[config.mk]
export PLATFORM = sky130hd
export DESIGN_NAME = operand_bypass
export DESIGN_NICKNAME = d
export VERILOG_FILES = /design/src/rtl/fwd_pkg.sv /design/src/rtl/fwd_wb_select.sv /design/src/rtl/fwd_hit_detect.sv /design/src/rtl/fwd_operand_mux.sv /design/src/rtl/operand_bypass.sv
export SDC_FILE = /design/constraint.sdc
export NUM_CORES = 1
export LEC_CHECK = 0
export BUFFER_PORTS_ARGS = -buffer_cell sky130_fd_sc_hd__buf_2
export CORE_AREA = 2 2 123 125
export DETAILED_ROUTE_END_ITERATION = 12
export DIE_AREA = 0 0 125 127
export MAX_ROUTING_LAYER = met4
export PLACE_DENSITY_LB_ADDON = 0.1
export SLEW_MARGIN = 20
export SYNTH_ARGS = -nofsm -noshare
export SYNTH_HDL_FRONTEND = slang
export SYNTH_HIERARCHICAL = 1
export SYNTH_SLANG_ARGS = --single-unit
[constraint.sdc]
create_clock -name vclk -period 2.15
set_input_delay 0.43 -clock vclk [all_inputs]
set_output_delay 0.43 -clock vclk [all_outputs]
set_load 0.01 [all_outputs]
[src/rtl/fwd_pkg.sv]
package fwd_pkg;

  localparam int unsigned SEL_W = 2;

  typedef enum logic [SEL_W-1:0] {
    SRC_RF  = 2'b00,
    SRC_MW  = 2'b01,
    SRC_EM  = 2'b10,
    SRC_BAD = 2'b11
  } src_sel_e;

  typedef enum logic [1:0] {
    WB_ALU  = 2'b00,
    WB_LOAD = 2'b01,
    WB_NONE = 2'b10,
    WB_LINK = 2'b11
  } wb_sel_e;

  // The younger result (execute/memory) has priority over the older one.
  function automatic src_sel_e pick_source(input logic em_hit, input logic mw_hit);
    if (em_hit)      return SRC_EM;
    else if (mw_hit) return SRC_MW;
    else             return SRC_RF;
  endfunction

endpackage

[src/rtl/fwd_wb_select.sv]
module fwd_wb_select #(
  parameter int unsigned XLEN = 32
) (
  input  logic [1:0]      wb_sel,
  input  logic [XLEN-1:0] alu_res,
  input  logic [XLEN-1:0] load_data,
  input  logic [XLEN-1:0] link_addr,
  output logic [XLEN-1:0] wb_value
);
  import fwd_pkg::*;

  always_comb begin
    unique case (wb_sel_e'(wb_sel))
      WB_ALU:  wb_value = alu_res;
      WB_LOAD: wb_value = load_data;
      WB_LINK: wb_value = link_addr;
      default: wb_value = '0;
    endcase
  end
endmodule

[src/rtl/fwd_hit_detect.sv]
module fwd_hit_detect #(
  parameter int unsigned AW = 5
) (
  input  logic [AW-1:0] src_idx,
  input  logic [AW-1:0] dst_idx,
  input  logic          dst_we,
  output logic          hit
);
  logic dst_nonzero;

  assign dst_nonzero = |dst_idx;
  assign hit         = dst_we & dst_nonzero & (src_idx == dst_idx);
endmodule

[src/rtl/fwd_operand_mux.sv]
module fwd_operand_mux #(
  parameter int unsigned XLEN = 32
) (
  input  logic            em_hit,
  input  logic            mw_hit,
  input  logic [XLEN-1:0] rf_value,
  input  logic [XLEN-1:0] em_value,
  input  logic [XLEN-1:0] mw_value,
  output logic [1:0]      sel,
  output logic [XLEN-1:0] value
);
  import fwd_pkg::*;

  src_sel_e code;

  assign code = pick_source(em_hit, mw_hit);
  assign sel  = code;

  always_comb begin
    unique case (code)
      SRC_EM:  value = em_value;
      SRC_MW:  value = mw_value;
      default: value = rf_value;
    endcase
  end
endmodule

[src/rtl/operand_bypass.sv]
module operand_bypass #(
  parameter int unsigned XLEN   = 32,
  parameter int unsigned REG_AW = 5
) (
  input  logic [REG_AW-1:0] ex_rs1_idx,
  input  logic [REG_AW-1:0] ex_rs2_idx,
  input  logic [XLEN-1:0]   ex_rf_a,
  input  logic [XLEN-1:0]   ex_rf_b,
  input  logic [REG_AW-1:0] em_rd_idx,
  input  logic              em_we,
  input  logic [XLEN-1:0]   em_alu_res,
  input  logic [REG_AW-1:0] mw_rd_idx,
  input  logic              mw_we,
  input  logic [1:0]        mw_wb_sel,
  input  logic [XLEN-1:0]   mw_alu_res,
  input  logic [XLEN-1:0]   mw_load_data,
  input  logic [XLEN-1:0]   mw_link_addr,
  output logic [1:0]        sel_a,
  output logic [1:0]        sel_b,
  output logic [XLEN-1:0]   op_a,
  output logic [XLEN-1:0]   op_b,
  output logic [XLEN-1:0]   store_data
);
  localparam int unsigned NSRC = 2;

  logic [XLEN-1:0]   mw_value;
  logic [NSRC-1:0]   em_hit;
  logic [NSRC-1:0]   mw_hit;
  logic [REG_AW-1:0] src_idx  [NSRC];
  logic [XLEN-1:0]   rf_val   [NSRC];
  logic [XLEN-1:0]   fwd_val  [NSRC];
  logic [1:0]        fwd_sel  [NSRC];

  assign src_idx[0] = ex_rs1_idx;
  assign src_idx[1] = ex_rs2_idx;
  assign rf_val[0]  = ex_rf_a;
  assign rf_val[1]  = ex_rf_b;

  fwd_wb_select #(.XLEN(XLEN)) u_wb (
    .wb_sel    (mw_wb_sel),
    .alu_res   (mw_alu_res),
    .load_data (mw_load_data),
    .link_addr (mw_link_addr),
    .wb_value  (mw_value)
  );

  for (genvar s = 0; s < NSRC; s++) begin : g_src
    fwd_hit_detect #(.AW(REG_AW)) u_em_hit (
      .src_idx (src_idx[s]),
      .dst_idx (em_rd_idx),
      .dst_we  (em_we),
      .hit     (em_hit[s])
    );
    fwd_hit_detect #(.AW(REG_AW)) u_mw_hit (
      .src_idx (src_idx[s]),
      .dst_idx (mw_rd_idx),
      .dst_we  (mw_we),
      .hit     (mw_hit[s])
    );
    fwd_operand_mux #(.XLEN(XLEN)) u_mux (
      .em_hit   (em_hit[s]),
      .mw_hit   (mw_hit[s]),
      .rf_value (rf_val[s]),
      .em_value (em_alu_res),
      .mw_value (mw_value),
      .sel      (fwd_sel[s]),
      .value    (fwd_val[s])
    );
  end

  assign sel_a      = fwd_sel[0];
  assign sel_b      = fwd_sel[1];
  assign op_a       = fwd_val[0];
  assign op_b       = fwd_val[1];
  assign store_data = fwd_val[1];
endmodule

# ---- Word-level counts from Yosys, hierarchy flattened
# Cells that the tools add are included.
# Widths: inputs -> output; s select.
dict set report word_totals {
  wordCells 26
  mem_bits_rw 0
  input_bits 216
  latchBits 0
  regBits 0
  rom_bits 0
  memories 0
}
dict set report classes {
  muxes 7
  n_shift 0
  bitwise_logic 6
  multipliers 0
  n_lt_le_gt_ge 0
  n_addsub 0
  div 0
  reduce_logical 3
  n_eq_ne 10
}
# cell count
set op_table {}
lappend op_table {{$pmux 32 s2} 2}
lappend op_table {{$pmux 32 s3} 1}
lappend op_table {{$eq 5x5->1} 4}
lappend op_table {{$reduce_or 5->1} 2}
lappend op_table {{$and 1x1->1} 6}
lappend op_table {{$eq 2x1->1 const B} 3}
lappend op_table {{$eq 2x2->1 const B} 3}
lappend op_table {{$mux 2} 2}
lappend op_table {{$logic_not 2->1} 1}
lappend op_table {{$mux 1} 2}

# ---- Longest topological paths before layout
# Gate-level depths: netlist (run 1).
dict set report logic_depth {
  ltp_word 7
  depth_mapped 8
  ltp_nobuf 5
}

# ---- Modules after synthesis
# The synthesis (run 1) kept the hierarchy.
# module area_per_inst_um2 seq_area_each_um2 instances cells_each
set by_module_without_submodules {}
lappend by_module_without_submodules {fwd_operand_mux 719.4 0.0 2 109}
lappend by_module_without_submodules {fwd_wb_select 895.9 0.0 1 77}
lappend by_module_without_submodules {fwd_hit_detect 70.1 0.0 4 10}
lappend by_module_without_submodules {operand_bypass 240.2 0.0 1 32}

# ---- Least setup slack after synthesis (run 1)
# Ideal clock, no wire load.
dict set report synth_path {
  path_kind {input port to output port}
  start {input port mw_rd_idx[0]}
  end {output port store_data[0]}
  path_stages 8
  n_path_buf 3
  arrival_time_ps 1739
  setup_slack_ps -19
  path_cell_list {nor4_1 -> o21ai_0 -> and4_1 -> buf_6 -> buf_12 -> mux2i_1 -> o21ai_1 -> buf_4}
}
dict set report synth_via {
  elab_chain_len 7
  elab_cells_between_ends 9
  classes_between {3 x eq/ne; 3 x mux; 2 x bitwise; 1 x reduce/logical}
}
# item line
set synth_lines {}
lappend synth_lines {{start: declaration} operand_bypass.sv:12} ;# input logic [REG_AW-1:0] mw_rd_idx,
lappend synth_lines {{$reduce_or 5->1} fwd_hit_detect.sv:11} ;# assign dst_nonzero = |dst_idx;
lappend synth_lines {{$and 1x1->1} fwd_hit_detect.sv:12} ;# assign hit = dst_we & dst_nonzero & (src_idx == dst_idx);
lappend synth_lines {{$and 1x1->1 (*)} fwd_hit_detect.sv:12}
lappend synth_lines {{named net mw_hit[1]} operand_bypass.sv:28} ;# logic [NSRC-1:0] mw_hit;
lappend synth_lines {{$mux 1 (*)} fwd_pkg.sv:22} ;# else if (mw_hit) return SRC_MW;
lappend synth_lines {{$mux 2 (*)} fwd_pkg.sv:21} ;# if (em_hit) return SRC_EM;
lappend synth_lines {{$eq 2x1->1 or $eq 2x2->1 (tied branches)} fwd_operand_mux.sv:20} ;# unique case (code)
lappend synth_lines {{$pmux 32 s2 (*)} fwd_operand_mux.sv:20}
lappend synth_lines {{end: declaration} operand_bypass.sv:22} ;# output logic [XLEN-1:0] store_data
# Mark *: on every way through the listed nets, which the timed path passes. The rest lies on a longest branch.

# ---- Final worst setup path (run 1)
dict set report layout_path {
  start {input port em_rd_idx[0]}
  end {output port store_data[16]}
}
dict set report layout_via {
  elab_chain_len 6
  elab_cells_between_ends 8
  classes_between {3 x eq/ne; 2 x mux; 2 x bitwise; 1 x reduce/logical}
}
# item line
set layout_lines {}
lappend layout_lines {{start: declaration} operand_bypass.sv:9} ;# input logic [REG_AW-1:0] em_rd_idx,
lappend layout_lines {{$reduce_or 5->1} fwd_hit_detect.sv:11}
lappend layout_lines {{$and 1x1->1} fwd_hit_detect.sv:12}
lappend layout_lines {{$and 1x1->1 (*)} fwd_hit_detect.sv:12}
lappend layout_lines {{$mux 2 (*)} fwd_pkg.sv:21}
lappend layout_lines {{$eq 2x1->1 or $eq 2x2->1 (tied branches)} fwd_operand_mux.sv:20}
lappend layout_lines {{$pmux 32 s2 (*)} fwd_operand_mux.sv:20}
# Every way passes the cells marked *; elsewhere a longest branch is shown, timed or not.

==> impl_metrics.ini, run 1 <==
[run_status]
outcome = finished, violations left
violations = negative setup slack

[global_routing]
antenna_found_initial = 1
grt_start_max_net_pins = 34
grt_pass1_vias = 3945
track_usage = 0.161
grt-ovfl-total = 0
grt_pass1_wl_um = 20400

[worst_setup_path]
worstPathCellList = buf_2, nor4_2, o21ai_0, and4_4, buf_4, buf_12, buf_4, o21ai_2, buf_2
crit_arrival_ns = 1.91
worstSetupEndpointType = primary output
crit_family = buffers and inverters
cpMaxStageDelayCell = nor4_2
crit_end = store_data[16]
critPathBufInv = 5
max_stage_delay_ns = 0.30
path_depth = 9
startpoint = em_rd_idx[0]
crit_fanout = 17
crit_type = in -> out
cp.required_ns = 1.72
startpoint_type = input port

[sta]
min_period_ns = 2.34
fmax_mhz = 427
rsz0062_at_grt = yes
hold_viol = 0
tightest_slew_ns = 0.258
hold-worst-slack_ns = 1.17
post-route-period-util = 1.09
slew_violations = 0
tns_ns = -14.44
setup_viol = 97
relSlewSlack = 0.823
setup_ws_ns = -0.190

[synth]
synth_cells = 367
synth.distinct_cells = 19
synth_top_family_by_area = multiplexers
syn_area_um2 = 2860
synth_nets = 583
synth-compound-area-share = 0.283
synth_xor_area_frac = 0.0491
yosys.area_share.simple = 0.134
yosys_warnings = 6
ys_seq_area_frac = 0
postSynthAreaPerCell_um2 = 7.78
synthMuxAreaShare = 0.337
synth-adder-area-share = 0

[floorplanning]
coreArea_um2 = 14400
die_w_um = 125
num_rows = 44
initial_utilization = 0.198
die_h_um = 127
ioPinCount = 316
dieArea_um2 = 15900

[final_layout]
final_core_utilization = 0.356
nets = 883
drive_above_1_share = 0.677
area_delta_synth_final_pct = 79.7
seq_cell_count = 0
fillers = 1541
clkbuf_count = 0
seqCellArea_um2 = 0

[detailed_routing]
postRouteAntennaNets = 0
wl_per_cell_um = 16.8
routed_via_density = 4.49
drt_iter0_markers = 129
first_pass_iters = 4
vias = 3815
wl_um = 14300
drc = 0

[power_and_ir_drop]
ir_worst_vdd_uv = 90.3
finalPower_w = 0.000909
cellLeakagePower_nw = 2.35
cellPowerDensity_nw_per_um2 = 177

[placement]
dpl.hpwl_um = 11100
preCtsSetupSlack_ns = -0.351
gp_congestion = 0.949
portBuffers = 316

[flow_run]
maxCapViolCount = 0

[hold_path]
min_path_type = in -> out

[clock_tree]
cts_hold_buf = 0
[cell families after synthesis]
| kind of cell | Yosys count |
|---|---|
| and+or+nand+nor | 87 |
| xor gates and xnor gates | 16 |
| AOI/OAI and AO/OA | 100 |
| buffers and inverters | 68 |
| muxes | 96 |
[cell usage after synthesis, drive strengths merged]
library cell / n / area share
and2: 1 / 0.0031
and4: 4 / 0.012
buf: 66 / 0.20
clkbuf: 2 / 0.0026
mux2i: 96 / 0.34
nand2: 68 / 0.089
nor2b: 2 / 0.0044
nor3: 4 / 0.0070
nor4: 4 / 0.0088
o21ai: 68 / 0.12
o2bb2ai: 32 / 0.16
or2: 4 / 0.0088
xnor2: 4 / 0.012
xor2: 12 / 0.037
[layer usage]
| metal | part of all wire | track usage | vias to the layer above | wire, um |
|---|---|---|---|---|
| met5 | 0 | - | - | 0 |
| li1 | - | - | 1893 | - |
| met2 | 0.53 | 0.315 | 186 | 7590 |
| met3 | 0.067 | 0.0201 | 4 | 955 |
| met1 | 0.40 | 0.183 | 1732 | 5670 |
| met4 | 0.0053 | 0.0124 | 0 | 76 |
[where the power goes]
part / leakage [nW] / switching, W / internal (W) / total [W]
Clock: 0.00000634 / 0 / 0.0000000000623 / 0.0000000000623
Combinational: 2.35 / 0.000441 / 0.000468 / 0.000909
Sequential: 0 / 0 / 0 / 0
Total: 2.35 / 0.000441 / 0.000468 / 0.000909
[stage by stage]
stage                     area [um^2]  instances
after floorplan                  2930        367
after global placement           4580        832
after detailed placement         4580        832
after CTS                        4860        842
after global routing             5130        850
final                            5130        850
[how the worst min path moves through the flow]
stage,from,endpoint,slack (ns),cells after the start
finish,em_alu_res[1],op_b[1],1.17,4
CTS,em_alu_res[1],op_b[1],1.18,4
global placement,em_alu_res[1],store_data[1],1.17,4
detailed placement,em_alu_res[1],op_b[1],1.18,4
global route,em_alu_res[19],op_a[19],1.20,4
floorplan,em_alu_res[0],op_b[0],0.98,2
[timing repair]
action,CTS,global route
gates resized for setup,44,35
pin swaps,12,16
gates cloned,3,4
buffers inserted,10,4
endpoints found under the setup margin,100,100
[area by class of cell]
cell class                      instances  area (um^2)  area share
Antenna cell                            1         2.50    0.000488
Tap cell                              184          230      0.0449
Timing Repair Buffer                  366         2360       0.459
Multi-Input combinational cell        299         2540       0.495
[placed cells by master (no fill, tap or decap), drive strengths merged]
cell type,n
xor2,12
o2bb2ai,32
nor4,4
and4,4
buf,363
nor3,4
mux2i,96
xnor2,4
nor2b,2
o21ai,68
clkbuf,3
and2,1
nand2,68
or2,4
diode,1
[tightest hold or removal path, stage by stage]
cell     delay, ns
buf_2         0.09
nand2_1       0.05
o21ai_2       0.05
buf_2         0.12
No activity file was read; power rests on OpenSTA's default activity.
==> inputs of run 2 (changes only) <==
--- a/config.mk
+++ b/config.mk
@@ -9,9 +9,9 @@
 export CORE_AREA = 2 2 123 125
 export DETAILED_ROUTE_END_ITERATION = 12
 export DIE_AREA = 0 0 125 127
+export GPL_TIMING_DRIVEN = 0
 export MAX_ROUTING_LAYER = met4
 export PLACE_DENSITY_LB_ADDON = 0.1
-export SLEW_MARGIN = 20
 export SYNTH_ARGS = -nofsm -noshare
 export SYNTH_HDL_FRONTEND = slang
 export SYNTH_HIERARCHICAL = 1
==> run 2 against run 1 <==
The run still ends with negative setup slack left. Critical path type unchanged. Core utilization grew 3.6 points. Power grew 11%. Setup slack lost 0.12 ns. First-iteration DRC count shrank 26%. Flip-flop and latch count is the same. Critical endpoint is now store_data[29]. Worst hold slack gained 0.0020 ns. Clock-buffer cell count is the same. Via count grew 5.4%.
==> impl_metrics.ini, run 2 (synthesis results as in run 1) <==
[run_status]
outcome = finished, violations left
violations = negative setup slack

[global_routing]
grt_start_max_net_pins = 11
grt-ovfl-total = 0
busiest_layer = met2
grt_util_met3 = 0.0155
track_usage = 0.182
antenna_found_initial = 0
grt_pass1_vias = 4185
grtUsageMet1 = 0.216
gr-usage-met2 = 0.354
grt_pass1_wl_um = 22700

[final_layout]
final_cell_mix = buf_2 (290), mux2i_1 (72), nand2_1 (68), buf_4 (47), o21ai_1 (39)
final_core_utilization = 0.392
fillers = 1555
drive_above_1_share = 0.706
area_delta_synth_final_pct = 98.1
seqCellArea_um2 = 0
n_antenna_cell = 0
nets = 921
seq_cell_count = 0
layout_commonest_cell = buf_2
clkbuf_count = 0

[floorplanning]
coreArea_um2 = 14400
initial_utilization = 0.198
ioPinCount = 316
dieArea_um2 = 15900
num_rows = 44
die_h_um = 127
die_w_um = 125

[sta]
rsz0062_at_grt = yes
setup_viol = 98
relSlewSlack = 0.784
post-route-period-util = 1.14
tightest_slew_ns = 0.314
hold_viol = 0
min_period_ns = 2.46
hold-worst-slack_ns = 1.18
setup_ws_ns = -0.306
slew_violations = 0
fmax_mhz = 407

[worst_setup_path]
cp.required_ns = 1.72
cpMaxStageDelayCell = and4_4
startpoint = ex_rs2_idx[4]
startpoint_type = input port
crit_family = buffers and inverters
max_stage_delay_ns = 0.27
path_depth = 10
crit_fanout = 5
worstSetupEndpointType = primary output
crit_end = store_data[29]
worstPathCellList = buf_6, or2_1, o21ai_1, and4_4, buf_12, clkbuf_16, mux2i_1, o21ai_2, buf_4, buf_2
crit_arrival_ns = 2.03
crit_type = in -> out
critPathBufInv = 5

[power_and_ir_drop]
ir_worst_vdd_uv = 92.8
cellLeakagePower_nw = 2.61
cellPowerDensity_nw_per_um2 = 179

[detailed_routing]
drt_iter0_markers = 96
vias = 4021
first_pass_iters = 4
routed_via_density = 4.53
wl_per_cell_um = 17.5
wl_um = 15500
postRouteAntennaNets = 0
drc = 0

[flow_run]
maxCapViolCount = 0

[clock_tree]
cts_hold_buf = 0

[placement]
portBuffers = 314
dpl.hpwl_um = 12100
gp_congestion = 0.851

[hold_path]
min_path_type = in -> out
run 2: metal layers:
layer  routed length (um)  share of wire
met4                   41         0.0026
met3                  836          0.054
met5                    0              0
met1                 6290           0.40
met2                 8360           0.54
run 2: how the worst min path moves through the flow:
stage               slack, ns        to  cells after the start            from
detailed placement       1.18   op_a[8]                      4   em_alu_res[8]
finish                   1.18   op_a[8]                      4   em_alu_res[8]
CTS                      1.18   op_a[8]                      4   em_alu_res[8]
global route             1.20   op_a[6]                      4   em_alu_res[6]
floorplan                0.98   op_b[0]                      2   em_alu_res[0]
global placement         1.18  op_a[16]                      4  em_alu_res[16]
run 2: per-stage QoR:
step / setup WS [ns] / TNS [ns] / std cells / power, W / area [um^2]
floorplan: -0.0185 / -0.189 / 367 / 0.000455 / 2930
global placement: -0.612 / -40.98 / 865 / 0.000864 / 4730
detailed placement: -0.655 / -44.31 / 865 / 0.000874 / 4730
CTS: -0.361 / -25.11 / 884 / 0.000939 / 5280
global route: -0.371 / -27.82 / 887 / 0.00109 / 5660
finish: -0.306 / -21.15 / 887 / 0.00101 / 5660
run 2: tightest hold or removal path, stage by stage:
cell and delay (ns):
buf_2 0.09, nand2_1 0.04, o21ai_1 0.05, buf_2 0.13
run 2: what timing repair did:
action	4_1_cts	5_1_grt
gates cloned	6	3
pin swaps	6	33
endpoints found under the setup margin	98	99
endpoints found under the hold margin	0	0
buffers inserted	13	3
gates resized for setup	83	72
run 2: cell type report:
class / count / area [um^2] / share of cell area
Multi-Input combinational cell: 299 / 2630 / 0.465
Timing Repair Buffer: 336 / 2100 / 0.371
Tap cell: 184 / 230 / 0.0407
Buffer: 68 / 698 / 0.123
run 2: where the power goes:
group          switching (W)  internal (W)
registers                  0             0
clock network              0             0
logic               0.000468      0.000544
==> inputs of run 3 (changes only) <==
--- a/config.mk
+++ b/config.mk
@@ -5,13 +5,15 @@
 export SDC_FILE = /design/constraint.sdc
 export NUM_CORES = 1
 export LEC_CHECK = 0
+export ABC_AREA = 1
 export BUFFER_PORTS_ARGS = -buffer_cell sky130_fd_sc_hd__buf_2
-export CORE_AREA = 2 2 123 125
+export CORE_AREA = 2 2 121 123
 export DETAILED_ROUTE_END_ITERATION = 12
-export DIE_AREA = 0 0 125 127
+export DIE_AREA = 0 0 123 125
 export GPL_TIMING_DRIVEN = 0
 export MAX_ROUTING_LAYER = met4
 export PLACE_DENSITY_LB_ADDON = 0.1
+export RECOVER_POWER = 50
 export SYNTH_ARGS = -nofsm -noshare
 export SYNTH_HDL_FRONTEND = slang
 export SYNTH_HIERARCHICAL = 1
==> constraint.sdc (replaced) <==
create_clock -name vclk -period 2.1
set_input_delay 0.42 -clock vclk [all_inputs]
set_output_delay 0.42 -clock vclk [all_outputs]
set_load 0.01 [all_outputs]
==> run 3 against run 2 <==
The flow still finishes with violations (negative setup slack). Flip-flop and latch count is the same. Die area shrank 3.1%. Critical path depth grew 4. Design area grew 21%. First-iteration DRC count grew 22%. Power grew 31%. Global-route usage grew 1.8 points. Largest power group unchanged. Highest routed layer unchanged.
==> impl_metrics.ini, run 3 <==
[worst_setup_path]
crit_family = buffers and inverters
crit_arrival_ns = 1.86
path_depth = 14
crit_type = in -> out
worstPathCellList = buf_6, inv_1, nand2_2, nand2_1, nor2_2, nand3_2, nor2_4, buf_12, inv_8, buf_12, nand3_1, nand3_2, buf_4, buf_2
startpoint_type = input port
cpMaxStageDelayCell = buf_12
worstSetupEndpointType = primary output
crit_fanout = 10
max_stage_delay_ns = 0.15
critPathBufInv = 7
cp.required_ns = 1.68

[final_layout]
fillers = 1553
final_cell_mix = buf_2 (260), nand3_2 (170), nand2_1 (158), buf_6 (75), nand3_1 (54)
seqCellArea_um2 = 0
seq_cell_count = 0
area_delta_synth_final_pct = 96.4
stdcell_area_um2 = 6840
n_antenna_cell = 0
layout_commonest_cell = buf_2
final_core_utilization = 0.481
clkbuf_count = 0
nets = 1138
drive_above_1_share = 0.740

[sta]
fmax_mhz = 438
post-route-period-util = 1.09
rsz0062_at_grt = yes
min_period_ns = 2.28
relSlewSlack = 0.844
hold_viol = 0
slew_violations = 0
setup_viol = 86
tightest_slew_ns = 0.234
setup_ws_ns = -0.181
tns_ns = -5.74

[synth]
synth.most_common_cell = nand2_1
yosys.area.top_type = nand3_2
synth_top_cell_area_share = 0.265
synth_area_leaders = nand3_2 (26%), nand2_1 (22%), nand3_1 (20%)
synth_nets = 805
postSynthAreaPerCell_um2 = 5.91
syn_area_um2 = 3480
synth.distinct_cells = 19
synth_cells = 589
ys_seq_area_frac = 0
yosys_warnings = 6
synth_top_cells_by_count = nand2_1 (204), nand3_1 (140), nand3_2 (92)

[run_status]
outcome = finished, violations left
violations = negative setup slack

[placement]
dpl.hpwl_um = 13100
gp_congestion = 0.829
preCtsSetupSlack_ns = -0.284
portBuffers = 315
placed_area_um2 = 5290

[power_and_ir_drop]
finalPower_w = 0.00133
cellLeakagePower_nw = 3.63
ir_worst_vdd_uv = 82.7
cellPowerDensity_nw_per_um2 = 194

[floorplanning]
dieArea_um2 = 15400
ioPinCount = 316
die_h_um = 125
num_rows = 44
coreArea_um2 = 14200
initial_utilization = 0.245
die_w_um = 123

[detailed_routing]
wl_per_cell_um = 15.9
wl_um = 17600
drt_iter0_markers = 117
vias = 5101
drc = 0
first_pass_iters = 4
postRouteAntennaNets = 0
routed_via_density = 4.62

[global_routing]
track_usage = 0.200
grt_start_max_net_pins = 11
antenna_found_initial = 0
grt_pass1_vias = 4803
grt_pass1_wl_um = 24100
grt-ovfl-total = 0

[hold_path]
holdPathStages = 4
min_path_type = in -> out

[clock_tree]
cts_hold_buf = 0

[flow_run]
maxCapViolCount = 0
## run 3: cell families (layout without fill, tap and decap cells)
family / count (synthesis) / count (layout) / share of synthesized area
AO/OA/AOI/OAI: 8 / 8 / 0.0115
buffers and inverters: 120 / 451 / 0.256
AND/OR/NAND/NOR: 461 / 461 / 0.733
## run 3: final cells by class
| cell class | count | area, um^2 | share of cell area |
|---|---|---|---|
| Multi-Input combinational cell | 469 | 3340 | 0.488 |
| Timing Repair Buffer | 331 | 2180 | 0.319 |
| Buffer | 79 | 908 | 0.133 |
| Tap cell | 184 | 230 | 0.0337 |
| Inverter | 41 | 176 | 0.0258 |
## run 3: what timing repair did
action,4_1_cts,5_1_grt
gates cloned,0,6
pin swaps,9,31
gates resized for setup,38,290
buffers inserted,4,6
setup endpoints to repair,96,97
## run 3: through the flow
step,std cells,hold slack (ns)
2_1_floorplan,589,0.974
3_3_place_gp,1088,1.13
3_5_place_dp,1088,1.13
4_1_cts,1092,1.13
5_1_grt,1104,1.13
6_report,1104,1.12
## run 3: worst paths after layout
kind                    endpoint          start  slack [ns]
setup / recovery  store_data[16]  ex_rs2_idx[3]       -0.18
hold / removal           op_a[8]     ex_rf_a[8]        1.12
## run 3: layer usage
metal,vias up,wire [um],GRT usage
met5,-,0,-
met4,0,274,0.0294
met3,18,1120,0.0178
met2,192,9130,0.369
met1,2325,7040,0.238
li1,2566,-,-
## run 3: where the power goes
| group | internal (W) | switching, W |
|---|---|---|
| Sequential | 0 | 0 |
| Clock | 0 | 0 |
| Combinational | 0.000681 | 0.000647 |
| Total | 0.000681 | 0.000647 |
